`src/rtl/dq_pkg.sv`:
```
package dq_pkg;
  typedef struct packed {
    logic sos;
    logic busy;
    logic rsv;
  } dq_hdr_t;
endpackage

```
`src/rtl/dq_req_queue.sv`:
```
module dq_req_queue (
  input  logic clk,
  input  logic rst_n,
  input  logic pkt_load_i,
  input  logic placed_i,
  input  logic sent_i,
  output logic q_full_o,
  output logic rq_pend_o
);
  logic full_q, full_d, pend_q, pend_d;

  always_comb begin
    full_d = full_q;
    pend_d = pend_q;
    if (sent_i) begin
      full_d = 1'b0;
      pend_d = 1'b0;
    end else if (placed_i) begin
      pend_d = 1'b0;
    end
    if (!full_q && pkt_load_i) begin
      full_d = 1'b1;
      pend_d = 1'b1;
    end
  end

  always_ff @(posedge clk or negedge rst_n) begin
    if (!rst_n) begin
      full_q <= 1'b0;
      pend_q <= 1'b0;
    end else begin
      full_q <= full_d;
      pend_q <= pend_d;
    end
  end

  assign q_full_o  = full_q;
  assign rq_pend_o = pend_q;

  // a queued packet stays until it is sent
  assert_load_ignored_R10: assert property (@(posedge clk) disable iff (!rst_n)
    full_q && !sent_i |=> full_q);
  // once placed, no further request for the same packet
  assert_single_rsv_R4: assert property (@(posedge clk) disable iff (!rst_n)
    placed_i |=> !pend_q);
endmodule

```
`src/rtl/dq_rsv_tap.sv`:
```
module dq_rsv_tap
  import dq_pkg::*;
(
  input  logic    clk,
  input  logic    rst_n,
  input  dq_hdr_t hdr_i,
  input  logic    rq_pend_i,
  output dq_hdr_t hdr_o,
  output logic    placed_o,
  output logic    seen_o
);
  dq_hdr_t hdr_d, hdr_q;
  logic    up_q;

  always_comb begin
    placed_o = hdr_i.sos & rq_pend_i & ~hdr_i.rsv;
    seen_o   = hdr_i.sos & hdr_i.rsv;
    hdr_d    = hdr_i;
    if (placed_o) hdr_d.rsv = 1'b1;
  end

  always_ff @(posedge clk or negedge rst_n) begin
    if (!rst_n) begin
      hdr_q <= '0;
      up_q  <= 1'b0;
    end else begin
      hdr_q <= hdr_d;
      up_q  <= 1'b1;
    end
  end

  assign hdr_o = hdr_q;

  // a request bit already set is never cleared
  assert_keep_rsv_R4: assert property (@(posedge clk) disable iff (!rst_n)
    up_q && $past(hdr_i.sos && hdr_i.rsv) |-> hdr_o.rsv);
  // nothing changes off a slot start
  assert_mod_on_sos_R1: assert property (@(posedge clk) disable iff (!rst_n)
    up_q && !$past(hdr_i.sos) |-> hdr_o == $past(hdr_i));
endmodule

```
`src/rtl/dq_dat_tap.sv`:
```
module dq_dat_tap
  import dq_pkg::*;
(
  input  logic    clk,
  input  logic    rst_n,
  input  dq_hdr_t hdr_i,
  input  logic    q_full_i,
  input  logic    bef_zero_i,
  output dq_hdr_t hdr_o,
  output logic    tx_claim_o,
  output logic    sent_o,
  output logic    pass_o
);
  dq_hdr_t hdr_d, hdr_q;
  logic    claim_q, up_q, free_slot;

  always_comb begin
    free_slot = hdr_i.sos & ~hdr_i.busy;
    sent_o    = free_slot & q_full_i & bef_zero_i;
    pass_o    = free_slot & ~sent_o;
    hdr_d     = hdr_i;
    if (sent_o) hdr_d.busy = 1'b1;
  end

  always_ff @(posedge clk or negedge rst_n) begin
    if (!rst_n) begin
      hdr_q   <= '0;
      claim_q <= 1'b0;
      up_q    <= 1'b0;
    end else begin
      hdr_q   <= hdr_d;
      claim_q <= sent_o;
      up_q    <= 1'b1;
    end
  end

  assign hdr_o      = hdr_q;
  assign tx_claim_o = claim_q;

  // a claim always rides on a slot start marked busy
  assert_claim_busy_R8: assert property (@(posedge clk) disable iff (!rst_n)
    tx_claim_o |-> hdr_o.sos && hdr_o.busy);
  // a busy slot is never claimed
  assert_busy_untouched_R11: assert property (@(posedge clk) disable iff (!rst_n)
    up_q && $past(hdr_i.busy) |-> !tx_claim_o && hdr_o.busy);
  // nothing changes off a slot start
  assert_dat_on_sos_R1: assert property (@(posedge clk) disable iff (!rst_n)
    up_q && !$past(hdr_i.sos) |-> hdr_o == $past(hdr_i) && !tx_claim_o);
endmodule

```
`src/rtl/dq_counters.sv`:
```
module dq_counters #(
  parameter int CNT_MAX = 15,
  localparam int CNT_W = $clog2(CNT_MAX + 1)
) (
  input  logic clk,
  input  logic rst_n,
  input  logic seen_i,
  input  logic own_placed_i,
  input  logic sent_i,
  input  logic pass_i,
  output logic bef_zero_o
);
  localparam logic [CNT_W:0] MAX_V = (CNT_W + 1)'(CNT_MAX);

  logic [CNT_W-1:0] bef_q, bef_d, aft_q, aft_d;
  logic [CNT_W:0]   bef_sum, aft_sum;
  logic             inc_bef, inc_aft, dec_bef;
  logic             up_q;

  always_comb begin
    inc_aft = seen_i & own_placed_i;
    inc_bef = seen_i & ~own_placed_i;
    dec_bef = pass_i & (bef_q != '0);
    if (sent_i) begin
      bef_sum = {1'b0, aft_q} + (CNT_W + 1)'(seen_i);
      aft_sum = '0;
    end else begin
      bef_sum = {1'b0, bef_q} - (CNT_W + 1)'(dec_bef) + (CNT_W + 1)'(inc_bef);
      aft_sum = {1'b0, aft_q} + (CNT_W + 1)'(inc_aft);
    end
    bef_d = (bef_sum > MAX_V) ? MAX_V[CNT_W-1:0] : bef_sum[CNT_W-1:0];
    aft_d = (aft_sum > MAX_V) ? MAX_V[CNT_W-1:0] : aft_sum[CNT_W-1:0];
  end

  always_ff @(posedge clk or negedge rst_n) begin
    if (!rst_n) begin
      bef_q <= '0;
      aft_q <= '0;
      up_q  <= 1'b0;
    end else begin
      bef_q <= bef_d;
      aft_q <= aft_d;
      up_q  <= 1'b1;
    end
  end

  assign bef_zero_o = (bef_q == '0);

  // no wrap at the top
  assert_no_overflow_R3: assert property (@(posedge clk) disable iff (!rst_n)
    up_q && $past(bef_q) == MAX_V[CNT_W-1:0] && !$past(sent_i) |-> bef_q >= MAX_V[CNT_W-1:0] - 1'b1);
  // no wrap at the bottom
  assert_no_underflow_R3: assert property (@(posedge clk) disable iff (!rst_n)
    up_q && $past(bef_q) == '0 && !$past(sent_i) |-> bef_q <= 1);
  // the behind count is empty after a claim
  assert_aft_clear_R9: assert property (@(posedge clk) disable iff (!rst_n)
    sent_i |=> aft_q == '0);
  // an ahead-counted request raises the count
  assert_bef_grow_R5: assert property (@(posedge clk) disable iff (!rst_n)
    inc_bef && !pass_i && !sent_i && bef_q != MAX_V[CNT_W-1:0] |=> bef_q == $past(bef_q) + 1'b1);
endmodule

```
`src/rtl/dq_slot_node.sv`:
```
module dq_slot_node
  import dq_pkg::*;
#(
  parameter int CNT_MAX = 15
) (
  input  logic clk,
  input  logic rst_n,
  input  logic rsv_in_sos,
  input  logic rsv_in_busy,
  input  logic rsv_in_rsv,
  output logic rsv_out_sos,
  output logic rsv_out_busy,
  output logic rsv_out_rsv,
  input  logic dat_in_sos,
  input  logic dat_in_busy,
  input  logic dat_in_rsv,
  output logic dat_out_sos,
  output logic dat_out_busy,
  output logic dat_out_rsv,
  input  logic pkt_load,
  output logic tx_claim
);
  dq_hdr_t rsv_in, rsv_out, dat_in, dat_out;
  logic    q_full, rq_pend, placed, seen, sent, pass, bef_zero;

  assign rsv_in = '{sos: rsv_in_sos, busy: rsv_in_busy, rsv: rsv_in_rsv};
  assign dat_in = '{sos: dat_in_sos, busy: dat_in_busy, rsv: dat_in_rsv};

  dq_req_queue u_queue (
    .clk(clk), .rst_n(rst_n), .pkt_load_i(pkt_load), .placed_i(placed),
    .sent_i(sent), .q_full_o(q_full), .rq_pend_o(rq_pend)
  );

  dq_rsv_tap u_rsv (
    .clk(clk), .rst_n(rst_n), .hdr_i(rsv_in), .rq_pend_i(rq_pend),
    .hdr_o(rsv_out), .placed_o(placed), .seen_o(seen)
  );

  dq_dat_tap u_dat (
    .clk(clk), .rst_n(rst_n), .hdr_i(dat_in), .q_full_i(q_full),
    .bef_zero_i(bef_zero), .hdr_o(dat_out), .tx_claim_o(tx_claim),
    .sent_o(sent), .pass_o(pass)
  );

  dq_counters #(.CNT_MAX(CNT_MAX)) u_cnt (
    .clk(clk), .rst_n(rst_n), .seen_i(seen), .own_placed_i(q_full & ~rq_pend),
    .sent_i(sent), .pass_i(pass), .bef_zero_o(bef_zero)
  );

  assign rsv_out_sos  = rsv_out.sos;
  assign rsv_out_busy = rsv_out.busy;
  assign rsv_out_rsv  = rsv_out.rsv;
  assign dat_out_sos  = dat_out.sos;
  assign dat_out_busy = dat_out.busy;
  assign dat_out_rsv  = dat_out.rsv;
endmodule

```
`config.mk`:
```
export PLATFORM = sky130hd
export DESIGN_NAME = dq_slot_node
export DESIGN_NICKNAME = d
export VERILOG_FILES = /design/src/rtl/dq_pkg.sv /design/src/rtl/dq_req_queue.sv /design/src/rtl/dq_rsv_tap.sv /design/src/rtl/dq_dat_tap.sv /design/src/rtl/dq_counters.sv /design/src/rtl/dq_slot_node.sv
export SDC_FILE = /design/constraint.sdc
export NUM_CORES = 1
export LEC_CHECK = 0
export ABC_AREA = 1
export ABC_CLOCK_PERIOD_IN_PS = 2250
export BUFFER_PORTS_ARGS = -buffer_cell sky130_fd_sc_hd__buf_2
export CORE_MARGIN = 8
export CORE_UTILIZATION = 45
export CTS_CLUSTER_DIAMETER = 60
export DETAILED_ROUTE_END_ITERATION = 8
export PLACE_DENSITY = 0.68
export SYNTH_ARGS = -nofsm -noshare
export SYNTH_HDL_FRONTEND = slang
export SYNTH_SLANG_ARGS = --single-unit
```
`constraint.sdc`:
```
create_clock -name clk -period 2.25 [get_ports clk]
set_input_delay 0.225 -clock clk [delete_from_list [all_inputs] [get_ports clk]]
set_output_delay 0.225 -clock clk [all_outputs]
set_load 0.005 [all_outputs]
```
Yosys cells after proc, flatten, opt, wreduce, memory -nomap -nowiden
Index checks and enable logic that the tools add are counted.

storage, ports and cells
  flip-flop bits (word level) = 17
  input bits = 9

cells by class
  add/sub/neg operators = 4
  order comparisons = 2
  muxes and demuxes = 11
  bitwise gates (word level) = 16
  reductions and logical operators = 6

operators by type and width
  operator              number
  $and A1 B1 Y1         11
  $add A4 B1 Y5         2
  $gt A5 B4 Y1 const B  2
  $mux W5               2
  $mux W4               2
  $mux W1               7
  $add A5 B1 Y5         1
  $not A1 Y1            5
  $sub A4 B1 Y5         1
  $logic_not A4 Y1      1
  $reduce_bool A4 Y1    1
  $reduce_bool A3 Y1    1
  $reduce_bool A2 Y1    1
  $logic_and A1 B1 Y1   1
  $logic_not A1 Y1      1

Longest topological paths before layout
Gate-level depths: netlist of run 1.

  depth in word-level cells = 12
  mapped depth = 18
  depth with buffers taken out = 18

Modules after synthesis
A second synthesis of run 1 with hierarchy kept.

unflattened totals
  cells, all modules = 120
  area total of the unflattened synthesis = 962.2 sq um

by module, submodules not included
  module        instances  cells an instance  area each (sq um)
  dq_counters   1          88                 639.4
  dq_dat_tap    1          12                 133.9
  dq_rsv_tap    1          9                  100.1
  dq_req_queue  1          9                  78.8
  dq_slot_node  1          2                  10.0

Worst setup path after synthesis of run 1
Ideal clock, no wire load.

  path kind = reg2reg
  from = reg u_cnt.bef_q[3]
  to = reg u_cnt.bef_q[2]
  library setup time = 0.120 ns
  data arrival time = 2.131 ns
  data required time = 2.130 ns
  slack = -0.001 ns
  stages on the path, launching flop included = 19
  buffers on the path = 0
  clock period less this slack = 2.251 ns
  cell sequence = dfrtp_1 -> inv_1 -> ha_1 -> nand3_2 -> inv_2 -> nor2_1 -> ha_1 -> inv_1 -> ha_1 -> inv_1 -> fa_1 -> inv_1 -> nand2_1 -> nand2_1 -> nand2_1 -> nand2_1 -> nand3_2 -> nand2_4 -> nand2_1

on the way
  word-level cells in the longest chain between the ends = 10

ends and longest elaborated chain
  item                      line               RTL
  start: declaration        dq_counters.sv:15  logic [CNT_W-1:0] bef_q, bef_d, aft_q, aft_d;
  start signal: assignment  dq_counters.sv:37  bef_q <= '0;
  start signal: assignment  dq_counters.sv:41  bef_q <= bef_d;
  $logic_not A4 Y1          dq_counters.sv:47  assign bef_zero_o = (bef_q == '0);
  $and A1 B1 Y1             dq_dat_tap.sv:19   sent_o = free_slot & q_full_i & bef_zero_i;
  $not A1 Y1                dq_dat_tap.sv:20   pass_o = free_slot & ~sent_o;
  $and A1 B1 Y1             dq_dat_tap.sv:20
  $and A1 B1 Y1             dq_counters.sv:23  dec_bef = pass_i & (bef_q != '0);
  $sub A4 B1 Y5             dq_counters.sv:28  bef_sum = {1'b0, bef_q} - (CNT_W + 1)'(dec_bef) + (CNT_W + 1)'(inc_bef);
  $add A5 B1 Y5             dq_counters.sv:28
  $mux W5 (*)               dq_counters.sv:24  if (sent_i) begin
  $gt A5 B4 Y1              dq_counters.sv:31  bef_d = (bef_sum > MAX_V) ? MAX_V[CNT_W-1:0] : bef_sum[CNT_W-1:0];
  $mux W4 (*)               dq_counters.sv:31
  named net u_cnt.bef_d[2]  dq_counters.sv:15

Mark *: on every way through the listed nets, which the timed path passes. The rest lies on a longest branch.
A chain may end at the register's enable or synchronous reset.

Worst setup path after layout of run 1
  from = reg u_cnt.bef_q[2]
  to = reg u_cnt.bef_q[2]

The elaborated chain is that of the path after synthesis.

==> results of run 1 <==
==> layout by cell type (no fill, tap or decap), types with 2 or more instances in the layout <==
master / n
a21oi_1: 6
buf_2: 15
buf_4: 9
clkbuf_4: 3
clkinv_2: 2
dfrtp_1: 17
ha_1: 8
inv_1: 17
inv_2: 5
nand2_1: 21
nand2_2: 3
nand2_4: 2
nand3_1: 7
nand3_2: 3
nor2_1: 3
o21ai_0: 4
xor2_1: 3
==> routing by layer <==
layer	track usage, %	vias to the layer above	wire length (um)
met5	0	-	0
met2	18.2	10	1030
met1	10.1	361	792
met4	4.27	0	24
li1	-	398	-
met3	2.51	4	48
==> sequential cells by signal (all words and copies together) (netlist names) <==
register,flops
u_cnt.bef_q,4
u_rsv.hdr_o,3
u_dat.tx_claim_o,1
u_queue.q_full_o,1
u_dat.hdr_o,3
u_queue.rq_pend_o,1
u_cnt.aft_q,4
==> per-stage QoR <==
step / util (%) / total power, mW / std cells
floorplan: - / 0.771 / 110
global placement: 52.8 / 0.871 / 157
detailed placement: 52.8 / 0.886 / 157
CTS: 56.4 / 1.09 / 165
global route: 57.1 / 1.22 / 166
finish: 57.1 / 1.11 / 166
==> what timing repair did <==
action / 4_1_cts / 5_1_grt
pin swaps: 1 / 4
cloned: 0 / 0
endpoints found under the hold margin: 17 / 0
setup endpoints to repair: 4 / 4
buffers inserted: 3 / 1
hold buffers: 1 / 0
gates resized for setup: 6 / 4
==> synth_stat cells <==
| cell | number |
|---|---|
| a21oi_1 | 6 |
| clkbuf_2 | 1 |
| clkinv_2 | 1 |
| clkinv_8 | 1 |
| dfrtp_1 | 17 |
| fa_1 | 1 |
| ha_1 | 10 |
| inv_1 | 21 |
| inv_2 | 1 |
| nand2_1 | 24 |
| nand2_4 | 2 |
| nand2_8 | 1 |
| nand3_1 | 7 |
| nand3_2 | 3 |
| nor2_1 | 3 |
| nor3_1 | 1 |
| o21ai_0 | 4 |
| o21bai_1 | 1 |
| o22ai_1 | 1 |
| xnor2_1 | 1 |
| xor2_1 | 3 |
==> path summary, 6_finish.rpt <==
path,from,end,depth (start not counted)
worst max-delay path,u_cnt.bef_q[2],u_cnt.bef_q[2],18
worst min-delay path,rsv_in_busy,u_rsv.hdr_o[1],1
worst max register to register,u_cnt.bef_q[2],u_cnt.bef_q[2],18
worst min register to register,u_queue.rq_pend_o,u_rsv.hdr_o[0],2
max in group asynchronous,rst_n,u_cnt.bef_q[2],2
min in group asynchronous,rst_n,u_dat.hdr_o[0],2
==> cell families (layout without fill, tap and decap cells) <==
family	after synthesis	after routing	synth area share [%]
AND/OR/NAND/NOR	41	41	21.6
XOR/XNOR	4	4	3.53
flip-flops	17	17	42.9
adder cells (fa/ha/maj)	11	11	14.6
buffers and inverters	25	53	11.0
AO/OA/AOI/OAI	12	12	6.43
==> critical path: cells and delay by family, from the launching register on <==
kind | cells | cell delay, ps
fa+ha+maj | 4 | 930
simple gates | 9 | 560
flops | 1 | 410
buf+inv | 5 | 310
==> power breakdown <==
part / total [mW] / internal, mW / switching (mW)
Combinational: 0.510 / 0.237 / 0.273
Sequential: 0.432 / 0.373 / 0.0589
Clock: 0.165 / 0.0662 / 0.0987
Total: 1.11 / 0.676 / 0.430
==> layout make-up <==
class                   count  area [um2]
clock buffers               3        22.5
repair buffers             25         153
flip-flops and latches     17         425
fillers                   192         921
well taps                  28        35.0
multi-input cells          68         483
inverters                  24         104
clock inverters             1        5.00
==> flow_summary.json, run 1 <==
{
  "synth_seq_cells": 17,
  "clock_path_buffers": 2,
  "criticalPathCategory": "flop to flop",
  "yosysWarnings": 0,
  "power_density_nw_per_um2": 902,
  "layout-area-overhead-vs-synth_pct": 23.7,
  "gp_congestion": 0.826,
  "ant_nets": 0,
  "ir_drop_v": 0.000641,
  "core-area_um2": 2150,
  "crit_fanout": 4,
  "drt_iter0_drc": 14,
  "cts_tree": "yes",
  "preCtsSetupSlack_ps": -155,
  "dpl_cell_area_um2": 1130,
  "crit_top_cell": "inv_2",
  "slowest_delay_ps": 410,
  "insertion_delay_ps": 290,
  "setup_viol": 4,
  "yosysTopAreaCell": "dfrtp_1",
  "synth_top_area_share_pct": 42.9,
  "drt-wirelength-per-cell_um": 11.4,
  "clkTransAtPathRegs_ps": 100,
  "htree_levels": 1,
  "die_w_um": 63.0,
  "die-area_um2": 3960,
  "grt_max_degree": 18,
  "status": "finished with violations",
  "hold_viol": 0,
  "grt_overflow": 0,
  "drive_gt1_share_pct": 34.1,
  "fin_setup_tns_ps": -219,
  "yosysSeqAreaShare_pct": 42.9,
  "root_buffer": "clkbuf_4",
  "post-route-min-period_ps": 2320,
  "start_util_pct": 46.2,
  "cts.sinks": 17,
  "arrival_ps": 2500,
  "min_path_type": "primary input to flop",
  "maxCapViolations": 0,
  "grt_pass1_wl_um": 3180,
  "nets": 159,
  "fin_hold_ws_ps": 29.3,
  "fp.dieH_um": 63.0,
  "num_io_pins": 16,
  "violations": "setup timing",
  "rrSetupSlack_ps": -70,
  "leakage_nw": 0.666,
  "rsz0062_at_grt": "yes",
  "num_antenna_cells": 0,
  "vias": 773,
  "cp_cell_sequence": "inv_2 > ha_4 > nand3_2 > inv_2 > nor2_1 > ha_1 > inv_1 > ha_2 > inv_2 > fa_2 > inv_2 > nand2_2 > nand2_2 > nand2_1 > nand2_1 > nand3_2 > nand2_4 > nand2_1",
  "track_usage_pct": 9.83,
  "stdcell_area_um2": 1230,
  "antenna_found_initial": 0,
  "hpwl_um": 1410,
  "worst_slew_pin_slew_ps": 385,
  "synth_nets": 130,
  "yosys-top-cells-area": "dfrtp_1 (43%), ha_1 (13%), nand2_1 (9.1%)",
  "startpoint_type": "flop",
  "drc": 0,
  "fin_ws_ps": -66.7,
  "cts_made_buffers": 3,
  "viasPerCell": 4.66,
  "dr.pass1.iters": 4,
  "grt_pass1_vias": 779,
  "netlist_area_um2": 992,
  "fmax_mhz": 432,
  "cp_slowest_cell": "dfrtp_1",
  "final.setup_skew_ps": 1.21,
  "synth_cell_types": 21,
  "slew_headroom_pct": 74.4,
  "placement.io_buffers": 15,
  "post-route-period-util_pct": 103,
  "syn_inst": 110,
  "crit_path_end_kind": "flop",
  "required_ps": 2440,
  "maxSlewViolCount": 0,
  "rows": 17,
  "synth.avg_cell_area_um2": 9.02,
  "routed_wl_um": 1900
}
No activity file was read; power rests on OpenSTA's default activity.
==> inputs of run 2 (changes only) <==
CORE_UTILIZATION = 50   (was 45)
CTS_BUF_LIST = sky130_fd_sc_hd__clkbuf_4   (was not set)
PLACE_DENSITY = 0.75   (was 0.68)
==> flow_summary.json, run 2 (synthesis gave the netlist of run 1 again) <==
{
  "status": "finished with violations",
  "final_cell_mix": "nand2_1 (18), dfrtp_1 (17), inv_1 (16)",
  "layout-area-overhead-vs-synth_pct": 26.6,
  "post-route-period-util_pct": 105,
  "final_common_cell": "nand2_1",
  "core-area_um2": 1920,
  "violations": "setup timing",
  "drt_iter0_drc": 18,
  "cts.sinks": 17,
  "root_buffer": "clkbuf_4",
  "fin_ws_ps": -109,
  "leakage_nw": 0.672,
  "dr.pass1.iters": 4,
  "maxSlewViolCount": 0,
  "insertion_delay_ps": 280,
  "fp.dieH_um": 60.5,
  "crit_fanout": 4,
  "fin_setup_tns_ps": -425,
  "required_ps": 2430,
  "num_io_pins": 16,
  "setup_viol": 4,
  "crit_path_end_kind": "flop",
  "ir_drop_v": 0.000588,
  "rows": 16,
  "start_util_pct": 51.6,
  "hold_viol": 0,
  "nets": 160,
  "grt_pass1_wl_um": 3280,
  "grt_pass1_vias": 793,
  "fmax_mhz": 424,
  "viasPerCell": 4.83,
  "worst_slew_pin_slew_ps": 384,
  "num_antenna_cells": 0,
  "antenna_found_initial": 0,
  "slew_headroom_pct": 74.4,
  "arrival_ps": 2540,
  "rsz0062_at_grt": "yes",
  "drc": 0,
  "routed_wl_um": 2060,
  "track_usage_pct": 12.0,
  "ant_nets": 0,
  "die-area_um2": 3670,
  "drive_gt1_share_pct": 38.1,
  "startpoint_type": "flop",
  "final.setup_skew_ps": 2.16,
  "placement.io_buffers": 15,
  "criticalPathCategory": "flop to flop",
  "preCtsSetupSlack_ps": -138,
  "maxCapViolations": 0,
  "cts_tree": "yes",
  "min_path_type": "primary input to flop",
  "die_w_um": 60.5,
  "post-route-min-period_ps": 2360,
  "final_core_util_pct": 65.4,
  "gp_congestion": 0.798,
  "drt-wirelength-per-cell_um": 12.4,
  "cts_made_buffers": 3,
  "vias": 801,
  "power_density_nw_per_um2": 934,
  "grt_max_degree": 18,
  "htree_levels": 1,
  "clkTransAtPathRegs_ps": 90,
  "grt_overflow": 0,
  "clock_path_buffers": 2,
  "reg_top3": "u_cnt.aft_q (4), u_cnt.bef_q (4)",
  "hpwl_um": 1490
}
-- run 2: through the flow --
stage	instance area [um2]	instances	hold slack [ps]	total power [mW]
after floorplan	992	110	-70.6	0.771
after global placement	1130	155	154	0.856
after detailed placement	1130	155	164	0.891
after CTS	1200	162	30.3	1.09
after global routing	1260	166	18.4	1.28
final	1260	166	38.4	1.17
-- run 2: final timing paths --
kind                                   from           endpoint  slack, ps  cells past startpoint
min in group asynchronous             rst_n     u_dat.hdr_o[0]        380                      2
min                             rsv_in_busy     u_rsv.hdr_o[1]         40                      1
max in group asynchronous             rst_n     u_cnt.bef_q[1]       1600                      2
max reg2reg                  u_cnt.bef_q[2]     u_cnt.bef_q[0]       -110                     18
min reg2reg                u_queue.q_full_o  u_queue.rq_pend_o        560                      1
max                          u_cnt.bef_q[2]     u_cnt.bef_q[0]       -110                     18
-- run 2: worst max-delay path: stages, from the launching register on --
cell and delay [ps]:
dfrtp_1 410, inv_2 90, ha_4 130, nand3_2 70
inv_2 70, nor2_2 30, ha_1 290, inv_2 80
ha_4 130, inv_2 40, fa_2 390, inv_2 70
nand2_2 50, nand2_2 70, nand2_2 50, nand2_2 60
nand3_2 80, nand2_4 100, nand2_2 50
-- run 2: per-layer routing --
| layer | track usage, % | wire length (um) | up-vias |
|---|---|---|---|
| met1 | 12.3 | 814 | 385 |
| met2 | 22.9 | 1150 | 12 |
| met3 | 2.97 | 65 | 4 |
| met4 | 3.99 | 25 | 0 |
| li1 | - | - | 400 |
| met5 | 0 | 0 | - |
-- run 2: power breakdown --
| part | total (mW) | internal, mW | switching (mW) |
|---|---|---|---|
| registers | 0.435 | 0.373 | 0.0613 |
| logic | 0.567 | 0.258 | 0.309 |
| clock network | 0.172 | 0.0809 | 0.0912 |
-- run 2: cell type report --
class | count | area [um2]
Fill cell | 158 | 666
Tap cell | 27 | 33.8
Timing Repair Buffer | 26 | 160
Inverter | 24 | 104
Multi-Input combinational cell | 68 | 503
Clock buffer | 4 | 30.0
Sequential cell | 17 | 425
-- run 2: timing repair --
item | 4_1_cts | 5_1_grt
pin swaps | 1 | 5
hold buffers | 1 | 0
resized for setup | 6 | 10
setup buffers | 2 | 4
endpoints found under the setup margin | 4 | 4
hold endpoints to repair | 17 | 0
